--- src/rtl/rxf_pkg.sv ---
package rxf_pkg;
  typedef enum logic [2:0] {
    RX_IDLE  = 3'd0,
    RX_START = 3'd1,
    RX_DATA  = 3'd2,
    RX_PAR   = 3'd3,
    RX_STOP  = 3'd4
  } rx_state_e;
endpackage

--- src/rtl/rxf_sync.sv ---
module rxf_sync #(
  parameter int STAGES = 2
) (
  input  logic clk,
  input  logic rst_n,
  input  logic d_in,
  output logic q_out
);
  logic [STAGES-1:0] pipe_q;
  logic [STAGES-1:0] pipe_n;

  generate
    if (STAGES == 1) begin : g_one
      always_comb pipe_n = d_in;
    end else begin : g_many
      always_comb pipe_n = {pipe_q[STAGES-2:0], d_in};
    end
  endgenerate

  always_ff @(posedge clk or negedge rst_n) begin
    if (!rst_n) pipe_q <= '1;
    else        pipe_q <= pipe_n;
  end

  assign q_out = pipe_q[STAGES-1];
endmodule

--- src/rtl/rxf_core.sv ---
module rxf_core
  import rxf_pkg::*;
#(
  parameter int DATA_W = 8,
  parameter int OSR    = 16
) (
  input  logic              clk,
  input  logic              rst_n,
  input  logic              tick,
  input  logic              rx,
  input  logic [1:0]        len,
  input  logic              par_en,
  input  logic              par_even,
  input  logic              par_force,
  output logic              done,
  output logic [DATA_W-1:0] done_data,
  output logic              done_pe,
  output logic              done_fe
);
  localparam int CNT_W = $clog2(OSR);
  localparam int IDX_W = $clog2(DATA_W);
  localparam logic [CNT_W-1:0] HALF = CNT_W'(OSR/2 - 1);
  localparam logic [CNT_W-1:0] LAST = CNT_W'(OSR - 1);

  rx_state_e         st_q, st_n;
  logic [CNT_W-1:0]  cnt_q, cnt_n;
  logic [IDX_W-1:0]  idx_q, idx_n;
  logic [DATA_W-1:0] sh_q, sh_n;
  logic              pbit_q, pbit_n;

  logic [1:0]        shamt;
  logic              last_bit;
  logic              ones;

  assign shamt    = 2'd3 - len;
  assign last_bit = (idx_q == (IDX_W'(DATA_W - 1) - IDX_W'(shamt)));

  always_comb begin
    st_n   = st_q;
    cnt_n  = cnt_q;
    idx_n  = idx_q;
    sh_n   = sh_q;
    pbit_n = pbit_q;
    done   = 1'b0;
    if (tick) begin
      case (st_q)
        RX_IDLE: begin
          if (!rx) begin
            st_n  = RX_START;
            cnt_n = '0;
          end
        end
        RX_START: begin
          if (cnt_q == HALF) begin
            cnt_n = '0;
            idx_n = '0;
            st_n  = rx ? RX_IDLE : RX_DATA;
          end else begin
            cnt_n = cnt_q + 1'b1;
          end
        end
        RX_DATA: begin
          if (cnt_q == LAST) begin
            cnt_n = '0;
            sh_n  = {rx, sh_q[DATA_W-1:1]};
            if (last_bit) st_n = par_en ? RX_PAR : RX_STOP;
            else          idx_n = idx_q + 1'b1;
          end else begin
            cnt_n = cnt_q + 1'b1;
          end
        end
        RX_PAR: begin
          if (cnt_q == LAST) begin
            cnt_n  = '0;
            pbit_n = rx;
            st_n   = RX_STOP;
          end else begin
            cnt_n = cnt_q + 1'b1;
          end
        end
        RX_STOP: begin
          if (cnt_q == LAST) begin
            cnt_n = '0;
            done  = 1'b1;
            st_n  = RX_IDLE;
          end else begin
            cnt_n = cnt_q + 1'b1;
          end
        end
        default: st_n = RX_IDLE;
      endcase
    end
  end

  always_ff @(posedge clk or negedge rst_n) begin
    if (!rst_n) begin
      st_q   <= RX_IDLE;
      cnt_q  <= '0;
      idx_q  <= '0;
      sh_q   <= '0;
      pbit_q <= 1'b0;
    end else begin
      st_q   <= st_n;
      cnt_q  <= cnt_n;
      idx_q  <= idx_n;
      sh_q   <= sh_n;
      pbit_q <= pbit_n;
    end
  end

  // Character result, valid in the cycle done is high
  assign done_data = sh_q >> shamt;
  assign ones      = (^done_data) ^ pbit_q;
  assign done_fe   = ~rx;
  always_comb begin
    if (!par_en)        done_pe = 1'b0;
    else if (par_force) done_pe = (pbit_q == par_even);
    else                done_pe = par_even ? ones : ~ones;
  end

  // bit index stays inside the programmed word length
  p_idx_range_r2: assert property (@(posedge clk) disable iff (!rst_n)
    (st_q == RX_DATA) |-> (idx_q <= (IDX_W'(DATA_W - 1) - IDX_W'(shamt))));

  // a start bit found high at its mid-point returns to idle
  p_false_start_r7: assert property (@(posedge clk) disable iff (!rst_n)
    (st_q == RX_START && tick && cnt_q == HALF && rx) |=> (st_q == RX_IDLE));

  // a frame without parity never visits the parity state
  p_no_par_state_r5: assert property (@(posedge clk) disable iff (!rst_n)
    (st_q == RX_PAR) |-> par_en);

  // characters complete only from the stop state
  p_done_from_stop_r6: assert property (@(posedge clk) disable iff (!rst_n)
    done |-> (st_q == RX_STOP && tick));
endmodule

--- src/rtl/rxf_flags.sv ---
module rxf_flags #(
  parameter int DATA_W = 8
) (
  input  logic              clk,
  input  logic              rst_n,
  input  logic              done,
  input  logic [DATA_W-1:0] done_data,
  input  logic              done_pe,
  input  logic              done_fe,
  input  logic              rd,
  input  logic [1:0]        len,
  output logic [DATA_W-1:0] data,
  output logic              ready,
  output logic              pe,
  output logic              fe,
  output logic              ovr
);
  logic [DATA_W-1:0] data_n;
  logic              ready_n, pe_n, fe_n, ovr_n;
  logic [DATA_W-1:0] len_mask;

  assign len_mask = {DATA_W{1'b1}} >> (2'd3 - len);

  always_comb begin
    data_n  = data;
    ready_n = ready;
    pe_n    = pe;
    fe_n    = fe;
    ovr_n   = ovr;
    if (rd) begin
      ready_n = 1'b0;
      pe_n    = 1'b0;
      fe_n    = 1'b0;
      ovr_n   = 1'b0;
    end
    if (done) begin
      data_n  = done_data;
      ready_n = 1'b1;
      pe_n    = done_pe;
      fe_n    = done_fe;
      ovr_n   = ovr_n | (ready & ~rd);
    end
  end

  always_ff @(posedge clk or negedge rst_n) begin
    if (!rst_n) begin
      data  <= '0;
      ready <= 1'b0;
      pe    <= 1'b0;
      fe    <= 1'b0;
      ovr   <= 1'b0;
    end else begin
      data  <= data_n;
      ready <= ready_n;
      pe    <= pe_n;
      fe    <= fe_n;
      ovr   <= ovr_n;
    end
  end

  p_ready_on_done_r2: assert property (@(posedge clk) disable iff (!rst_n)
    done |=> ready);

  p_upper_zero_r2: assert property (@(posedge clk) disable iff (!rst_n)
    ready |-> ((data & ~len_mask) == '0));

  p_ovr_cause_r8: assert property (@(posedge clk) disable iff (!rst_n)
    $rose(ovr) |-> $past(ready));

  p_read_clears_r9: assert property (@(posedge clk) disable iff (!rst_n)
    (rd && !done) |=> (!ready && !ovr && !pe && !fe));
endmodule

--- src/rtl/uart_frame_rx.sv ---
module uart_frame_rx #(
  parameter int DATA_W      = 8,
  parameter int OSR         = 16,
  parameter int SYNC_STAGES = 2
) (
  input  logic              clk,
  input  logic              arst_n,
  input  logic              tick16,
  input  logic [5:0]        ctrl,
  input  logic              rx_in,
  input  logic              rd_strobe,
  output logic [DATA_W-1:0] rx_data,
  output logic              data_ready,
  output logic              parity_err,
  output logic              frame_err,
  output logic              overrun
);
  logic [1:0]        rst_pipe_q;
  logic              rst_n;
  logic              rx_s;
  logic              done;
  logic [DATA_W-1:0] done_data;
  logic              done_pe, done_fe;
  logic              unused_stop_sel;

  assign unused_stop_sel = ctrl[2];

  // Asynchronous assert, synchronous release
  always_ff @(posedge clk or negedge arst_n) begin
    if (!arst_n) rst_pipe_q <= 2'b00;
    else         rst_pipe_q <= {rst_pipe_q[0], 1'b1};
  end
  assign rst_n = rst_pipe_q[1];

  rxf_sync #(.STAGES(SYNC_STAGES)) u_sync (
    .clk   (clk),
    .rst_n (rst_n),
    .d_in  (rx_in),
    .q_out (rx_s)
  );

  rxf_core #(.DATA_W(DATA_W), .OSR(OSR)) u_core (
    .clk       (clk),
    .rst_n     (rst_n),
    .tick      (tick16),
    .rx        (rx_s),
    .len       (ctrl[1:0]),
    .par_en    (ctrl[3]),
    .par_even  (ctrl[4]),
    .par_force (ctrl[5]),
    .done      (done),
    .done_data (done_data),
    .done_pe   (done_pe),
    .done_fe   (done_fe)
  );

  rxf_flags #(.DATA_W(DATA_W)) u_flags (
    .clk       (clk),
    .rst_n     (rst_n),
    .done      (done),
    .done_data (done_data),
    .done_pe   (done_pe),
    .done_fe   (done_fe),
    .rd        (rd_strobe),
    .len       (ctrl[1:0]),
    .data      (rx_data),
    .ready     (data_ready),
    .pe        (parity_err),
    .fe        (frame_err),
    .ovr       (overrun)
  );

  // flags are clear in the first cycle after reset release
  p_reset_clear_r1: assert property (@(posedge clk)
    (rst_n && !$past(rst_n)) |-> (!data_ready && !overrun && !parity_err && !frame_err));
endmodule

--- config.mk ---
export PLATFORM = sky130hd
export DESIGN_NAME = uart_frame_rx
export DESIGN_NICKNAME = d
export VERILOG_FILES = /design/src/rtl/rxf_pkg.sv /design/src/rtl/rxf_sync.sv /design/src/rtl/rxf_core.sv /design/src/rtl/rxf_flags.sv /design/src/rtl/uart_frame_rx.sv
export SDC_FILE = /design/constraint.sdc
export NUM_CORES = 1
export LEC_CHECK = 0
export BUFFER_PORTS_ARGS = -buffer_cell sky130_fd_sc_hd__buf_4
export CORE_AREA = 2 2 65 67
export DETAILED_ROUTE_END_ITERATION = 8
export DIE_AREA = 0 0 67 69
export GPL_ROUTABILITY_DRIVEN = 1
export PLACE_DENSITY_LB_ADDON = 0.2
export SLEW_MARGIN = 20
export SYNTH_ARGS = -nofsm -noshare
export SYNTH_HDL_FRONTEND = slang
export SYNTH_SLANG_ARGS = --single-unit
export TNS_END_PERCENT = 20
--- constraint.sdc ---
create_clock -name clk -period 2.1 [get_ports clk]
set_input_delay 0.105 -clock clk [delete_from_list [all_inputs] [get_ports clk]]
set_output_delay 0.105 -clock clk [all_outputs]
set_load 0.02 [all_outputs]
# Word level (Yosys, flattened, before mapping)
# Index checks and enable logic that the tools add are counted.
# W data, S select, Z words.
[word_totals] elab_cells=78 output_inout_bits=12 in_bits=11 regBits=35
[op_classes] n_eq_ne=15 n_addsub=4 shifts=1 bitwise=6 n_mux=29 n_reduce_logical=11
[op_table] op="$mux W3" count=10
[op_table] op="$pmux W3 S5" count=1
[op_table] op="$mux W1" count=12
[op_table] op="$mux W4" count=3
[op_table] op="$pmux W4 S3" count=1
[op_table] op="$ne A2 B1 Y1 const B" count=5
[op_table] op="$reduce_and A3 Y1" count=3
[op_table] op="$reduce_xor A8 Y1" count=1
[op_table] op="$shr A8 B2 Y8" count=1
[op_table] op="$reduce_and A7 Y1" count=1
[op_table] op="$eq A3 B2 Y1 const B" count=2
[op_table] op="$pmux W3 S2" count=1
[op_table] op="$reduce_and A5 Y1" count=1
[op_table] op="$add A4 B1 Y4 const B" count=1
[op_table] op="$eq A4 B3 Y1 const B" count=1
[op_table] op="$eq A4 B4 Y1 const B" count=1
[op_table] op="$ne A2 B2 Y1 const B" count=2
[op_table] op="$reduce_bool A2 Y1" count=2
[op_table] op="$add A3 B1 Y3 const B" count=1
[op_table] op="$eq A3 B1 Y1 const B" count=1
[op_table] op="$eq A3 B3 Y1" count=1
[op_table] op="$eq A3 B3 Y1 const B" count=1
[op_table] op="$logic_not A3 Y1" count=1
[op_table] op="$not A1 Y1" count=3
[op_table] op="other kinds (9)" count=9

# Depth between registers and ports, before layout
[logic_depth] depth_word=9 mapped_depth=8 depth_no_buf=7

# Cells and area by module
# From an unflattened synthesis, not the netlist that was laid out.
[unflattened] hier_cells=181 hier_area_um2=1931.9
[by_module_without_submodules] mod="rxf_core" instances=1 cells_each=148 seq_area_each_um2=475.5 area_per_inst_um2=1360.1
[by_module_without_submodules] mod="rxf_flags" instances=1 cells_each=28 seq_area_each_um2=300.3 area_per_inst_um2=465.4
[by_module_without_submodules] mod="uart_frame_rx" instances=1 cells_each=3 seq_area_each_um2=50.0 area_per_inst_um2=53.8
[by_module_without_submodules] mod="rxf_sync" instances=1 cells_each=2 seq_area_each_um2=52.6 area_per_inst_um2=52.6

# Least setup slack after synthesis
# Ideal clock, no wire load.
[synth_timing] kind="flip-flop to flip-flop" start="reg u_core.st_q[0]" end="reg u_core.idx_q[2]" slack_ns=0.155 synth_period_minus_slack_ns=1.945 path_stages_with_launch=8 setup_time_ns=0.066 t_arrival_ns=1.879 required_ns=2.034 path_buffers=1 cell_sequence="dfrtp_1 clkbuf_1 nand2_1 nor2_1 a31oi_1 or4b_4 or4b_1 nand2_1"
[synth_between] elab_chain_len=3 word_cells_on_any_way=8 classes_between="5 x eq/ne; 1 x mux; 2 x reduce/logical"
[synth_rtl] item="from (decl)" line="rxf_core.sv:25" rtl="rx_state_e st_q, st_n;"
[synth_rtl] item="from (signal assigned)" line="rxf_core.sv:103" rtl="st_q <= st_n;"
[synth_rtl] item="$eq A3 B2 Y1 or $eq A3 B1 Y1 (tied branches)" line="rxf_core.sv:46" rtl="case (st_q)"
[synth_rtl] item="$ne A2 B2 Y1 (no source line), or another cell as far along"
[synth_rtl] item="$reduce_and A5 Y1 (no source line)"
[synth_rtl] item="to (signal assigned)" line="rxf_core.sv:105" rtl="idx_q <= idx_n;"
[synth_rtl] item="to (decl)" line="rxf_core.sv:27" rtl="logic [IDX_W-1:0] idx_q, idx_n;"
# Several ways; a longest one is shown, not always the timed one.
# A chain may end at the register's enable or synchronous reset.

# Final worst setup path
[layout_timing] start="reg u_core.cnt_q[1]" end="reg u_core.idx_q[2]"
[layout_between] elab_chain_len=3 word_cells_on_any_way=5 classes_between="4 x eq/ne; 1 x reduce/logical"
[layout_rtl] item="from (decl)" line="rxf_core.sv:26" rtl="logic [CNT_W-1:0] cnt_q, cnt_n;"
[layout_rtl] item="from (signal assigned)" line="rxf_core.sv:104" rtl="cnt_q <= cnt_n;"
[layout_rtl] item="$eq A4 B4 Y1 or $eq A4 B3 Y1 (tied branches)" line="rxf_core.sv:63, rxf_core.sv:54"
[layout_rtl] item="$ne A2 B1 Y1 (no source line)"
[layout_rtl] item="$reduce_and A5 Y1 (no source line) *"
# Every way passes the cells marked *; elsewhere a longest branch is shown, timed or not.

==> flow_summary.json <==
{
  "power.leakage_nw": 1.07,
  "required_ns": 2.32,
  "hold_path.class": "in2reg",
  "drive_gt1_share_pct": 25.8,
  "hpwl_um": 2850,
  "clockBufferDepth": 2,
  "top_layer": "met4",
  "setup_slack_ns": 0.0987,
  "slowest_stage": "or4b_4",
  "grtUsageTotal_pct": 19.0,
  "final_nets": 241,
  "finalSetupViolations": 0,
  "diodes": 0,
  "wl_um": 3910,
  "grt_max_degree": 34,
  "crit_fanout": 6,
  "wl_per_cell_um": 14.0,
  "syn_nets": 212,
  "dp_slack_ns": 0.120,
  "area_delta_synth_final_pct": 19.5,
  "cp_top_family": "simple AND/OR/NAND/NOR gates",
  "synth_top_area_share_pct": 43.1,
  "antenna_found_initial": 0,
  "cp-start-kind": "flip-flop",
  "instances_no_fill": 279,
  "grt_overflow_total": 0,
  "portBuffers": 21,
  "min_from": "tick16",
  "dr.pass1.iters": 4,
  "grt_pass1_vias": 1503,
  "syn-instance-count": 199,
  "vias_per_cell": 5.50,
  "slew_viol_final": 0,
  "ys_warn_count": 0,
  "numCtsBuffers": 5,
  "ys_types": 44,
  "startpoint": "u_core.cnt_q[1]$_DFFE_PN0P_",
  "fin_skew_ns": 0.00611,
  "fin_crit_ns": 2.00,
  "via_count": 1534,
  "htreeDepth": 2,
  "fillers": 371,
  "die_y_um": 69,
  "cts_tree": "built",
  "worst-path-buf-inv": 0,
  "rows": 23,
  "fin_area_um2": 2290,
  "status": "finished clean",
  "arrival_ns": 2.22,
  "final_hold_viol_count": 0,
  "holdWs_ns": 0.0800,
  "synth.area.top_cells": "dfrtp_1 43%, mux2_2 6.5%, o21ai_0 5.0%, nand2_1 4.3%, mux2i_1 3.7%",
  "crit_top_cell": "nand2_1",
  "avgSynthCellArea_um2": 9.63,
  "die_w_um": 67,
  "place_congestion": 0.899,
  "yosysTopAreaCell": "dfrtp_1",
  "dieArea_um2": 4620,
  "ant_nets": 0,
  "peakVddDrop_mv": 0.568,
  "multi_input_area_um2": 927,
  "max_cap_viol_count": 0,
  "crit_path_cell_trace": "ha_1 > nand2_1 > or4b_4 > or4b_1 > nand2_1",
  "cts_setup_buffers": 0,
  "core_um2": 3910,
  "power_density_nw_per_um2": 1130,
  "clockRootBuffer": "clkbuf_8",
  "initial_core_util_pct": 48.9,
  "seq_area_frac_synth_pct": 45.9,
  "end_kind": "flip-flop",
  "synth-seq-cells": 35,
  "clk_latency_ns": 0.28,
  "met2_length_um": 2040,
  "finalCritPeriodShare_pct": 95.3,
  "cts_sinks": 35,
  "grt_pass1_wl_um": 6780,
  "wl_met1_um": 1630,
  "reg2reg_from": "u_core.cnt_q[1]$_DFFE_PN0P_",
  "pin_count": 23,
  "setup_tns_ns": 0,
  "drtIter0Drc": 70,
  "setup.worst_path.class": "reg2reg",
  "dr_wl_met3_um": 167,
  "grt_setup_unrepaired": "false",
  "syn_area_um2": 1920,
  "critPathMaxStageDelay_ns": 0.54,
  "cts.clk_slew.worst_paths_ns": 0.07,
  "drc": 0,
  "dpl-instance-area_um2": 2140,
  "fmax_mhz": 500,
  "place_inst": 268,
  "final-seq-area_um2": 882
}
-- cells by family (layout without fill, tap and decap cells) --
| kind of cell | Yosys count | after routing | synth area share, % |
|---|---|---|---|
| compound gates | 48 | 48 | 14.3 |
| other cells | 1 | 1 | 0.196 |
| simple gates | 61 | 61 | 16.2 |
| mux | 18 | 18 | 10.1 |
| flops | 35 | 35 | 45.9 |
| xor+xnor | 11 | 11 | 5.75 |
| fa+ha+maj | 3 | 3 | 1.83 |
| buf+inv | 22 | 52 | 5.75 |
-- cell type report --
type                    count  share of cell area, %
multi-input cells         142                   40.5
flip-flops and latches     35                   38.5
well taps                  50                   2.73
inverters                  10                   1.64
repair buffers             34                   11.5
clock buffers               6                   3.61
clock inverters             2                   1.53
-- power breakdown --
| part | internal (mW) | switching, mW |
|---|---|---|
| combinational | 0.503 | 0.442 |
| clock | 0.384 | 0.235 |
| sequential | 0.816 | 0.198 |
| total | 1.70 | 0.874 |
-- cell usage after synthesis, drive strengths merged --
master	number
buf	5
dfrtp	33
o32ai	1
nor3b	1
o22ai	2
nor4	1
nor2b	2
nor2	12
o211ai	1
mux2i	7
nand3b	3
nor3	4
clkbuf	7
a21o	2
nand2	22
a22oi	1
a21oi	10
a211oi	2
xor2	4
ha	2
nand4	1
o31ai	1
or4b	2
xnor3	1
or2	1
or3	1
inv	10
a31oi	5
dfstp	2
nand3	6
nand2b	2
conb	1
xnor2	6
nand4b	3
o21ai	22
a221oi	1
mux2	11
maj3	1
-- layout by cell type (no fill, tap or decap), types with 4 or more instances in the layout --
cell      count
buf_4        31
dfrtp_1      30
nand2_1      22
o21ai_0      19
nor2_1       11
mux2_2       11
a21oi_1      10
inv_1         9
mux2i_1       7
nand3_1       6
xnor2_1       6
clkbuf_8      6
a31oi_1       5
nor3_1        4
xor2_1        4
-- worst reg2reg max path, delay by kind of cell (launching register included) --
| kind | cells | cell delay [ns] |
|---|---|---|
| and+or+nand+nor | 4 | 1.24 |
| DFF | 1 | 0.43 |
| adders and majority gates | 1 | 0.29 |
-- what timing repair did --
item	in CTS	in global routing
setup endpoints to repair	0	3
hold buffers	3	0
gates resized for setup	0	3
hold endpoints to repair	4	0
-- state kept, by name, indices dropped and copies added (netlist names) --
| register | count |
|---|---|
| u_core.st_q | 3 |
| rst_pipe_q | 2 |
| u_flags.pe | 1 |
| u_flags.ready | 1 |
| u_core.pbit_q | 1 |
| u_core.sh_q | 8 |
| u_core.cnt_q | 4 |
| u_core.idx_q | 3 |
| u_sync.pipe_q | 2 |
| u_flags.fe | 1 |
| u_flags.ovr | 1 |
| u_flags.data | 8 |
-- path summary, 6_finish.rpt --
check	to	slack, ns	depth (start not counted)
setup / recovery	u_core.idx_q[2]$_DFFE_PN0P_	0.1	5
hold / removal	u_core.cnt_q[1]$_DFFE_PN0P_	0.08	2
setup reg to reg	u_core.idx_q[2]$_DFFE_PN0P_	0.1	5
hold reg to reg	u_flags.data[6]$_DFFE_PN0P_	0.26	1
max in group asynchronous	u_sync.pipe_q[0]$_DFF_PN1_	1.50	1
min in group asynchronous	rst_pipe_q[0]$_DFF_PN0_	0.14	2
-- metal layers --
layer | vias up | global-route usage [%]
li1 | 752 | -
met1 | 740 | 21.8
met2 | 35 | 32.3
met3 | 7 | 5.22
met4 | 0 | 8.39
met5 | - | 0
-- through the flow --
stage / utilization [%] / power [mW]
global placement: 54.6 / 1.91
finish: 58.5 / 2.58
detailed placement: 54.6 / 1.95
CTS: 58.4 / 2.59
global route: 58.5 / 2.77
floorplan: - / 1.72
Power figures use the tool's default switching activity.
